File: config.mk
export PLATFORM = sky130hd
export DESIGN_NAME = sio_cfg_unlock
export DESIGN_NICKNAME = d
export VERILOG_FILES = /design/src/rtl/sio_unlock_pkg.sv /design/src/rtl/sio_key_lfsr.sv /design/src/rtl/sio_unlock_fsm.sv /design/src/rtl/sio_cfg_regs.sv /design/src/rtl/sio_cfg_unlock.sv
export SDC_FILE = /design/constraint.sdc
export NUM_CORES = 1
export LEC_CHECK = 0
export ABC_CLOCK_PERIOD_IN_PS = 8100
export CAP_MARGIN = 20
export CORE_UTILIZATION = 35
export CTS_CLUSTER_SIZE = 16
export DETAILED_ROUTE_END_ITERATION = 6
export GPL_TIMING_DRIVEN = 0
export SYNTH_ARGS = -nofsm -noshare
export SYNTH_HDL_FRONTEND = slang
export SYNTH_SLANG_ARGS = --single-unit
File: constraint.sdc
create_clock -name clk_i -period 8.1 [get_ports clk_i]
set_input_delay 2.43 -clock clk_i [delete_from_list [all_inputs] [get_ports clk_i]]
set_output_delay 2.43 -clock clk_i [all_outputs]
set_load 0.01 [all_outputs]
File: src/rtl/sio_unlock_pkg.sv
`timescale 1ns/1ps
package sio_unlock_pkg;
  typedef enum logic [2:0] {
    ST_PRE0, ST_PRE1, ST_PRE2, ST_PRE3, ST_KEY, ST_CFG
  } unlock_st_e;

  typedef enum logic [1:0] {PSEL_3F0, PSEL_3BD, PSEL_370} psel_e;

  localparam logic [7:0] SEL_LO = 8'h55;
  localparam logic [7:0] SEL_HI = 8'hAA;

  function automatic logic [15:0] base_of(psel_e s);
    case (s)
      PSEL_3BD: base_of = 16'h03BD;
      PSEL_370: base_of = 16'h0370;
      default:  base_of = 16'h03F0;
    endcase
  endfunction

  // 0x3BD has its data port two above the base
  function automatic logic [15:0] data_of(psel_e s);
    data_of = base_of(s) + ((s == PSEL_3BD) ? 16'd2 : 16'd1);
  endfunction
endpackage

File: src/rtl/sio_key_lfsr.sv
`timescale 1ns/1ps
module sio_key_lfsr #(
  parameter int unsigned W = 8,
  parameter logic [W-1:0] SEED = 8'h6A
) (
  input  logic         clk_i,
  input  logic         rst_ni,
  input  logic         restart_i,
  input  logic         step_i,
  output logic [W-1:0] value_o
);
  logic [W-1:0] val_q;

  always_ff @(posedge clk_i or negedge rst_ni) begin
    if (!rst_ni)        val_q <= SEED;
    else if (restart_i) val_q <= SEED;
    else if (step_i)    val_q <= {val_q[0] ^ val_q[1], val_q[W-1:1]};
  end

  assign value_o = val_q;
endmodule

File: src/rtl/sio_unlock_fsm.sv
`timescale 1ns/1ps
module sio_unlock_fsm
  import sio_unlock_pkg::*;
#(
  parameter logic [7:0]  FAMILY_HI = 8'h86,
  parameter logic [7:0]  FAMILY_LO = 8'h61,
  parameter logic [15:0] PNP_ADDR  = 16'h0279,
  parameter int unsigned KEY_LEN   = 32
) (
  input  logic        clk_i,
  input  logic        rst_ni,
  input  logic        wr_i,
  input  logic [15:0] addr_i,
  input  logic [7:0]  wdata_i,
  input  logic [7:0]  key_byte_i,
  input  logic        exit_i,
  output logic        key_restart_o,
  output logic        key_step_o,
  output logic        cfg_o,
  output logic [15:0] base_o,
  output logic [15:0] data_port_o
);
  localparam int unsigned CW = (KEY_LEN > 1) ? $clog2(KEY_LEN) : 1;
  localparam logic [CW-1:0] LAST = CW'(KEY_LEN - 1);

  unlock_st_e st_q, st_d;
  psel_e      psel_q, psel_d;
  logic       b3_hi_q, b3_hi_d;
  logic [CW-1:0] cnt_q, cnt_d;

  logic pnp_wr, base_wr, key_ok;
  unlock_st_e restart_st;

  assign base_o      = base_of(psel_q);
  assign data_port_o = data_of(psel_q);
  assign pnp_wr      = wr_i && (addr_i == PNP_ADDR);
  assign base_wr     = wr_i && (addr_i == base_o);
  assign key_ok      = base_wr && (wdata_i == key_byte_i);
  assign restart_st  = (pnp_wr && wdata_i == FAMILY_HI) ? ST_PRE1 : ST_PRE0;

  always_comb begin
    st_d    = st_q;
    psel_d  = psel_q;
    b3_hi_d = b3_hi_q;
    cnt_d   = cnt_q;
    case (st_q)
      ST_PRE0: if (pnp_wr && wdata_i == FAMILY_HI) st_d = ST_PRE1;
      ST_PRE1: if (pnp_wr) st_d = (wdata_i == FAMILY_LO) ? ST_PRE2 : restart_st;
      ST_PRE2: if (pnp_wr) begin
        if (wdata_i == SEL_LO || wdata_i == SEL_HI) begin
          b3_hi_d = (wdata_i == SEL_HI);
          st_d    = ST_PRE3;
        end else st_d = restart_st;
      end
      ST_PRE3: if (pnp_wr) begin
        st_d  = ST_KEY;
        cnt_d = '0;
        if (!b3_hi_q && wdata_i == SEL_LO)      psel_d = PSEL_3F0;
        else if (!b3_hi_q && wdata_i == SEL_HI) psel_d = PSEL_3BD;
        else if (b3_hi_q && wdata_i == SEL_LO)  psel_d = PSEL_370;
        else st_d = restart_st;
      end
      ST_KEY: begin
        if (pnp_wr) st_d = restart_st;
        else if (base_wr) begin
          if (!key_ok) st_d = ST_PRE0;
          else if (cnt_q == LAST) st_d = ST_CFG;
          else cnt_d = cnt_q + 1'b1;
        end
      end
      ST_CFG: if (exit_i) st_d = ST_PRE0;
      default: st_d = ST_PRE0;
    endcase
  end

  always_ff @(posedge clk_i or negedge rst_ni) begin
    if (!rst_ni) begin
      st_q    <= ST_PRE0;
      psel_q  <= PSEL_3F0;
      b3_hi_q <= 1'b0;
      cnt_q   <= '0;
    end else begin
      st_q    <= st_d;
      psel_q  <= psel_d;
      b3_hi_q <= b3_hi_d;
      cnt_q   <= cnt_d;
    end
  end

  assign key_restart_o = (st_q != ST_KEY);
  assign key_step_o    = (st_q == ST_KEY) && key_ok;
  assign cfg_o         = (st_q == ST_CFG);
endmodule

File: src/rtl/sio_cfg_regs.sv
`timescale 1ns/1ps
module sio_cfg_regs #(
  parameter logic [7:0] CHIP_ID_HI = 8'h86,
  parameter logic [7:0] CHIP_ID_LO = 8'h61,
  parameter logic [7:0] CHIP_VER   = 8'h01,
  parameter logic [7:0] EXIT_IDX   = 8'h02,
  parameter logic [7:0] EXIT_VAL   = 8'h02
) (
  input  logic        clk_i,
  input  logic        rst_ni,
  input  logic        cfg_i,
  input  logic        wr_i,
  input  logic        rd_i,
  input  logic [15:0] addr_i,
  input  logic [7:0]  wdata_i,
  input  logic [15:0] base_i,
  input  logic [15:0] data_port_i,
  output logic [7:0]  rdata_o,
  output logic        claim_o,
  output logic        float_o,
  output logic        exit_o,
  output logic [7:0]  idx_o
);
  logic [7:0] idx_q, reg_val;
  logic base_hit, data_hit;

  assign base_hit = cfg_i && (addr_i == base_i);
  assign data_hit = cfg_i && (addr_i == data_port_i);

  always_ff @(posedge clk_i or negedge rst_ni) begin
    if (!rst_ni)                idx_q <= '0;
    else if (!cfg_i)            idx_q <= '0;
    else if (wr_i && base_hit)  idx_q <= wdata_i;
  end

  always_comb begin
    case (idx_q)
      8'h20:   reg_val = CHIP_ID_HI;
      8'h21:   reg_val = CHIP_ID_LO;
      8'h22:   reg_val = CHIP_VER;
      default: reg_val = 8'h00;
    endcase
  end

  assign claim_o = rd_i && (base_hit || data_hit);
  assign float_o = rd_i && !claim_o;
  assign rdata_o = !claim_o ? 8'hFF : (base_hit ? idx_q : reg_val);
  assign exit_o  = wr_i && data_hit && (idx_q == EXIT_IDX) && (wdata_i == EXIT_VAL);
  assign idx_o   = idx_q;
endmodule

File: src/rtl/sio_cfg_unlock.sv
`timescale 1ns/1ps
module sio_cfg_unlock #(
  parameter logic [7:0]  FAMILY_HI  = 8'h86,
  parameter logic [7:0]  FAMILY_LO  = 8'h61,
  parameter logic [15:0] PNP_ADDR   = 16'h0279,
  parameter int unsigned KEY_LEN    = 32,
  parameter logic [7:0]  KEY_SEED   = 8'h6A,
  parameter logic [7:0]  CHIP_ID_HI = 8'h86,
  parameter logic [7:0]  CHIP_ID_LO = 8'h61,
  parameter logic [7:0]  CHIP_VER   = 8'h01
) (
  input  logic        clk_i,
  input  logic        rst_ni,
  input  logic        io_wr_i,
  input  logic        io_rd_i,
  input  logic [15:0] io_addr_i,
  input  logic [7:0]  io_wdata_i,
  output logic [7:0]  io_rdata_o,
  output logic        io_claim_o,
  output logic        io_float_o
);
  logic [7:0]  key_byte, idx;
  logic        key_restart, key_step, cfg_mode, exit_cmd;
  logic [15:0] base, data_port;

  sio_key_lfsr #(.W(8), .SEED(KEY_SEED)) u_lfsr (
    .clk_i, .rst_ni,
    .restart_i (key_restart),
    .step_i    (key_step),
    .value_o   (key_byte)
  );

  sio_unlock_fsm #(
    .FAMILY_HI(FAMILY_HI), .FAMILY_LO(FAMILY_LO),
    .PNP_ADDR(PNP_ADDR), .KEY_LEN(KEY_LEN)
  ) u_fsm (
    .clk_i, .rst_ni,
    .wr_i          (io_wr_i),
    .addr_i        (io_addr_i),
    .wdata_i       (io_wdata_i),
    .key_byte_i    (key_byte),
    .exit_i        (exit_cmd),
    .key_restart_o (key_restart),
    .key_step_o    (key_step),
    .cfg_o         (cfg_mode),
    .base_o        (base),
    .data_port_o   (data_port)
  );

  sio_cfg_regs #(
    .CHIP_ID_HI(CHIP_ID_HI), .CHIP_ID_LO(CHIP_ID_LO), .CHIP_VER(CHIP_VER)
  ) u_regs (
    .clk_i, .rst_ni,
    .cfg_i       (cfg_mode),
    .wr_i        (io_wr_i),
    .rd_i        (io_rd_i),
    .addr_i      (io_addr_i),
    .wdata_i     (io_wdata_i),
    .base_i      (base),
    .data_port_i (data_port),
    .rdata_o     (io_rdata_o),
    .claim_o     (io_claim_o),
    .float_o     (io_float_o),
    .exit_o      (exit_cmd),
    .idx_o       (idx)
  );
endmodule

==> results.json, run 1 <==
{
  "track_usage": 0.171,
  "end_kind": "primary output",
  "grt_pass1_vias": 1547,
  "worst_skew_pair.late_latency_ps": 270,
  "final_area_um2": 2360,
  "hold_viol_final": 0,
  "antenna_found_initial": 0,
  "cts_buffers": 3,
  "syn_area_um2": 1840,
  "most-common-layout-cells": "36 x clkdlybuf4s50_1, 23 x dfrtp_1, 20 x nand2_1",
  "final_nets": 281,
  "synth_top_area_frac": 0.313,
  "cpMostUsedCell": "clkdlybuf4s50_1",
  "hold_buffers": 0,
  "overflow": 0,
  "synth_area_leaders": "dfrtp_1 31%, dfstp_2 5.7%, mux2i_1 4.9%",
  "cts_tree": "yes",
  "routed_wl_um": 4530,
  "fin_setup_tns_ps": 0,
  "grt_pass1_wl_um": 7250,
  "leakage_uw": 0.000948,
  "n_antenna_cell": 0,
  "arrival_ps": 5140,
  "maxSlewHeadroom": 0.334,
  "cpMaxStageDelayCell": "nor3_1",
  "syn_avg_cell_area_um2": 8.90,
  "min_period_ps": 7570,
  "syn_nets": 239,
  "grt_max_degree": 18,
  "r2r_cells": 9,
  "ys_seq_area_frac": 0.370,
  "worstPathRequired_ps": 5670,
  "die_y_um": 74.5,
  "synth_compound_area_frac": 0.146,
  "worstHoldPathType": "reg -> reg",
  "via_per_inst": 5.24,
  "die_w_um": 74.5,
  "drtAntennaViolNets": 0,
  "placed_area_um2": 2320,
  "dr.pass1.iters": 4,
  "reg2reg_to": "u_fsm.cnt_q[3]",
  "multiInputGateArea_um2": 1100,
  "synthAdderAreaFrac": 0.0272,
  "synthFlopType": "dfrtp_1",
  "rrSetupSlack_ps": 5030,
  "clock_path_buffers": 2,
  "yosys.area_share.simple": 0.298,
  "fin_util": 0.465,
  "hold_path_depth": 2,
  "synth_cell_types": 48,
  "yosys_warnings": 0,
  "power_density_nw_per_um2": 103,
  "layout_commonest_cell": "clkdlybuf4s50_1",
  "avgRoutedWirePerCell_um": 14.2,
  "core-area_um2": 5070,
  "path_max_fanout": 5,
  "drc": 0,
  "rsz0062_at_grt": "no",
  "via_count": 1666,
  "ios": 38,
  "postCtsSetupBuffers": 0,
  "rows": 26,
  "synth_xor_area_frac": 0.0571,
  "worstSetupPathType": "in -> out",
  "synth_top_family_by_area": "simple AND/OR/NAND/NOR gates",
  "r2r-start": "u_fsm.psel_q[1]",
  "peakVddDrop_mv": 0.0622,
  "fill_cells": 518,
  "globalplace.congestion": 0.776,
  "start_kind": "primary input",
  "hpwl_um": 3530,
  "async_reset_ff_frac": 1.00,
  "synthMuxAreaShare": 0.0673,
  "initial_core_util": 0.363,
  "die-area_um2": 5560,
  "cpLargestDelayFamily": "simple AND/OR/NAND/NOR gates",
  "fin_crit_sh": 0.934,
  "synth_edf_count": 0,
  "outcome": "complete, no violations",
  "fmax_ghz": 0.132,
  "cts_root_buf": "clkbuf_8",
  "min-delay-start": "u_fsm.cnt_q[4]",
  "layout-drive-gt1-share": 0.0766,
  "setup_viol": 0,
  "min_to": "u_fsm.cnt_q[4]",
  "io_buffers": 36,
  "clk_pin_slew_ps": 90,
  "timing.critical_path.buf_inv": 3,
  "ctsResizeCount": 0,
  "htreeDepth": 1,
  "cap_violations": 0,
  "regArea_um2": 681,
  "ys_ff_latch": 27,
  "worst_slew_pin_slew_ps": 990,
  "postSynthCellCount": 207,
  "max_stage_delay_ps": 540,
  "drt_iter0_markers": 53,
  "skew_ps": 4.31,
  "syn_to_final_growth_pct": 28.3,
  "cts_sinks": 27,
  "slew_violations": 0,
  "crit_chain": "clkdlybuf4s50_1, nor4_1, o211ai_1, nor3_1, nand3_1, inv_1, o41ai_1, a21o_1, clkdlybuf4s50_1",
  "post-synth-top-area-cell": "dfrtp_1"
}
[sequential cells by signal, summed over array words and instances, names as in the netlist]
signal	count
u_lfsr.value_o	8
u_regs.idx_o	8
u_fsm.cnt_q	5
u_fsm.st_q	3
u_fsm.psel_q	2
u_fsm.b3_hi_q	1
[cell usage after synthesis (all sizes together) (3+ instances only)]
library cell  count
nor4              6
dfstp             4
mux2              3
o21ai            10
o22a              4
a21o              4
nand3b            6
inv               8
nand3             9
nand4b            3
dfrtp            23
nor2             19
nand2            20
nand4             3
mux2i             9
xnor2             9
xor2              3
ha                4
clkbuf            6
a21oi             7
or3               5
nor3              7
a22o              4
[worst max path at each step]
stage | start | end | slack [ps] | cells after the start
after floorplan | io_addr_i[11] | io_rdata_o[1] | 1750 | 7
after global placement | io_addr_i[11] | io_rdata_o[1] | 510 | 9
after detailed placement | io_addr_i[11] | io_rdata_o[2] | 510 | 9
after CTS | io_addr_i[11] | io_rdata_o[2] | 510 | 9
after global routing | io_addr_i[11] | io_rdata_o[1] | 160 | 9
final | io_addr_i[11] | io_rdata_o[2] | 530 | 9
[area by class of cell]
cell class                 count  area share
multi-input combinational    165       0.465
clock buffer                   4      0.0191
timing repair buffer          37       0.164
tap                           70      0.0371
inverter                       8      0.0127
sequential                    27       0.288
buffer                         7      0.0143
[layer usage]
| layer | routed length (µm) | share of wire | GRT usage |
|---|---|---|---|
| met5 | 0 | 0 | 0 |
| met4 | 24 | 0.0053 | 0.0503 |
| met1 | 2210 | 0.49 | 0.243 |
| met2 | 2080 | 0.46 | 0.269 |
| met3 | 212 | 0.047 | 0.0257 |
[worst reg2reg max path, cell delays in order, from the launching register on]
cell and delay [ps]:
dfrtp_1 400, inv_1 60, ha_1 270, xor2_1 210, or4b_1 510, or4_4 570, or3_4 360, buf_6 140
or3_1 340, a21oi_1 140
[logic make-up (layout without fill, tap and decap cells)]
family,count (synthesis),in the layout
AND/OR/NAND/NOR,97,97
AO/OA/AOI/OAI,40,40
flip-flops,27,27
buffers and inverters,15,56
XOR/XNOR,12,12
multiplexers,12,12
adder cells (fa/ha/maj),4,4
[power breakdown]
part	switching (µW)	internal [µW]	leakage (µW)
Clock	42.9	35.3	0.0000228
Combinational	13.1	17.1	0.000567
Sequential	0.000626	135	0.000358
Total	56.0	187	0.000948
[per-stage QoR]
step,cells,power (µW),hold WS (ps),setup WS (ps)
finish,318,243,516,532
global route,318,255,548,162
CTS,318,245,525,509
detailed placement,314,168,505,513
global placement,313,166,493,514
floorplan,207,145,474,1750
Note: power is estimated with default switching activity, not from simulation.
==> inputs of run 2 (changes only) <==
SYNTH_HIERARCHICAL = 1   (was default)
==> results.json, run 2 <==
{
  "post-synth-top-area-cell": "dfrtp_1",
  "multiInputGateArea_um2": 1670,
  "routed_wl_um": 5670,
  "clock_path_buffers": 2,
  "final_nets": 402,
  "synth_area_leaders": "dfrtp_1 22%, xnor2_1 14%, buf_4 7.8%",
  "peakVddDrop_mv": 0.0448,
  "cap_violations": 0,
  "postSynthCellCount": 305,
  "r2r_cells": 11,
  "drc": 0,
  "syn_avg_cell_area_um2": 8.57,
  "setup_viol": 0,
  "avgRoutedWirePerCell_um": 12.2,
  "die_y_um": 88.4,
  "syn_to_final_growth_pct": 24.6,
  "end_kind": "primary output",
  "syn_area_um2": 2610,
  "core-area_um2": 7210,
  "clk_pin_slew_ps": 100,
  "via_per_inst": 4.70,
  "dr.pass1.iters": 5,
  "worstHoldPathType": "reg -> reg",
  "worstSetupPathType": "in -> out",
  "die_w_um": 88.4,
  "slew_violations": 0,
  "cpMaxStageDelayCell": "clkdlybuf4s50_1",
  "grt_max_degree": 18,
  "synth_edf_count": 0,
  "fin_crit_sh": 0.924,
  "worst_hold_slack_ps": 541,
  "htreeDepth": 1,
  "fill_cells": 751,
  "yosysMostFrequentCell": "xnor2_1",
  "cts_tree": "yes",
  "skew_ps": 1.51,
  "ios": 38,
  "finalPower_uw": 275,
  "rows": 31,
  "io_buffers": 37,
  "antenna_found_initial": 0,
  "worstPathRequired_ps": 5670,
  "synth_xor_area_frac": 0.144,
  "path_max_fanout": 10,
  "worst_skew_pair.late_latency_ps": 280,
  "cts_root_buf": "clkbuf_8",
  "n_antenna_cell": 0,
  "synth_compound_area_frac": 0.140,
  "worst_slew_pin_slew_ps": 603,
  "track_usage": 0.153,
  "async_reset_ff_frac": 1.00,
  "hpwl_um": 4560,
  "maxSlewHeadroom": 0.597,
  "synthAdderAreaFrac": 0.0287,
  "drtAntennaViolNets": 0,
  "overflow": 0,
  "fin_util": 0.451,
  "power_density_nw_per_um2": 84.4,
  "hold_viol_final": 0,
  "synthMuxAreaShare": 0.0321,
  "synthFlopType": "dfrtp_1",
  "cpMostUsedCell": "clkdlybuf4s50_1",
  "layout_commonest_cell": "xnor2_1",
  "synth_top_area_frac": 0.220,
  "outcome": "complete, no violations",
  "min_period_ps": 7480,
  "grt_pass1_wl_um": 9380,
  "synth_top_family_by_area": "simple AND/OR/NAND/NOR gates",
  "max_stage_delay_ps": 570,
  "layout-drive-gt1-share": 0.158,
  "arrival_ps": 5050,
  "cts_sinks": 27,
  "via_count": 2190,
  "crit_chain": "clkdlybuf4s50_1, xnor2_1, nand4_1, nor4_2, nand3_2, buf_2, nor2b_1, o21ai_1, clkdlybuf4s50_1",
  "globalplace.congestion": 0.777,
  "postCtsSetupBuffers": 0,
  "leakage_uw": 0.00134,
  "grt_pass1_vias": 1973,
  "regArea_um2": 681,
  "hold_path_depth": 1,
  "yosys_warnings": 6,
  "synth_cell_types": 60,
  "hold_buffers": 0,
  "yosys.area_share.simple": 0.264,
  "fmax_ghz": 0.134,
  "start_kind": "primary input",
  "die-area_um2": 7810,
  "synthTopCellsByCount": "42 x xnor2_1, 27 x buf_4, 24 x nor2_1",
  "cts_buffers": 3,
  "rsz0062_at_grt": "no",
  "ctsResizeCount": 0,
  "ys_ff_latch": 27,
  "ys_seq_area_frac": 0.261,
  "fin_setup_tns_ps": 0,
  "drt_iter0_markers": 103,
  "most-common-layout-cells": "42 x xnor2_1, 37 x clkdlybuf4s50_1, 27 x buf_4",
  "initial_core_util": 0.362
}
==> run 2: changes by cell type in the layout (fill, tap and decap cells not counted), moves of 5 or more <==
cell	delta
buf_4	+27
o21ai_0	+9
nand2_1	-9
conb_1	+22
inv_1	+13
nor2b_1	+5
nor2_1	+5
nand4_1	+8
xnor2_1	+33
==> run 2: kinds of logic (layout without fill, tap and decap cells) <==
logic type | count (synthesis) | after routing
mux | 8 | 8
xor+xnor | 43 | 43
fa+ha+maj | 6 | 6
compound gates | 54 | 54
other cells | 2 | 22
buf+inv | 57 | 99
flops | 27 | 27
simple gates | 108 | 108
==> run 2: final cells by class <==
class | instances | share of cell area
multi-input cells | 241 | 0.514
flip-flops and latches | 27 | 0.209
repair buffers | 38 | 0.122
plain buffers | 36 | 0.0784
well taps | 99 | 0.0380
inverters | 21 | 0.0242
clock buffers | 3 | 0.0127
clock inverters | 1 | 0.00154
==> run 2: critical path, delay by kind of cell <==
family | cells | cell delay, ps
compound gates | 1 | 140
xor+xnor | 1 | 160
buf+inv | 3 | 1360
simple gates | 4 | 970
==> run 2: path summary, 6_finish.rpt <==
| path | startpoint | end | slack [ps] |
|---|---|---|---|
| worst min register to register | u_fsm/cnt_q[0] | u_fsm/cnt_q[0] | 540 |
| max in group asynchronous | rst_ni | u_lfsr/value_o[3] | 5000 |
| min in group asynchronous | rst_ni | u_regs/idx_o[0] | 2520 |
| worst max-delay path | io_addr_i[3] | io_rdata_o[3] | 620 |
| worst max register to register | u_fsm/psel_q[1] | u_fsm/st_q[0] | 5050 |
| worst min-delay path | u_fsm/cnt_q[0] | u_fsm/cnt_q[0] | 540 |
==> run 2: routing by layer <==
metal | global-route usage | routed length (µm) | vias to the layer above
li1 | - | - | 1141
met1 | 0.197 | 2700 | 1014
met2 | 0.273 | 2810 | 31
met3 | 0.0252 | 138 | 4
met4 | 0.0220 | 23 | 0
met5 | 0 | 0 | -
==> run 2: stage by stage <==
| step | cell area, µm² | std cells | setup slack [ps] |
|---|---|---|---|
| floorplan | 2690 | 325 | 1940 |
| global placement | 3180 | 461 | 631 |
| detailed placement | 3210 | 462 | 605 |
| CTS | 3260 | 466 | 601 |
| global route | 3260 | 466 | 453 |
| finish | 3260 | 466 | 615 |
==> run 2: report_power, final <==
group          switching, µW  internal, µW
registers         0.00000190           135
logic                   26.2          34.1
clock network           45.1          34.6
total                   71.3           203
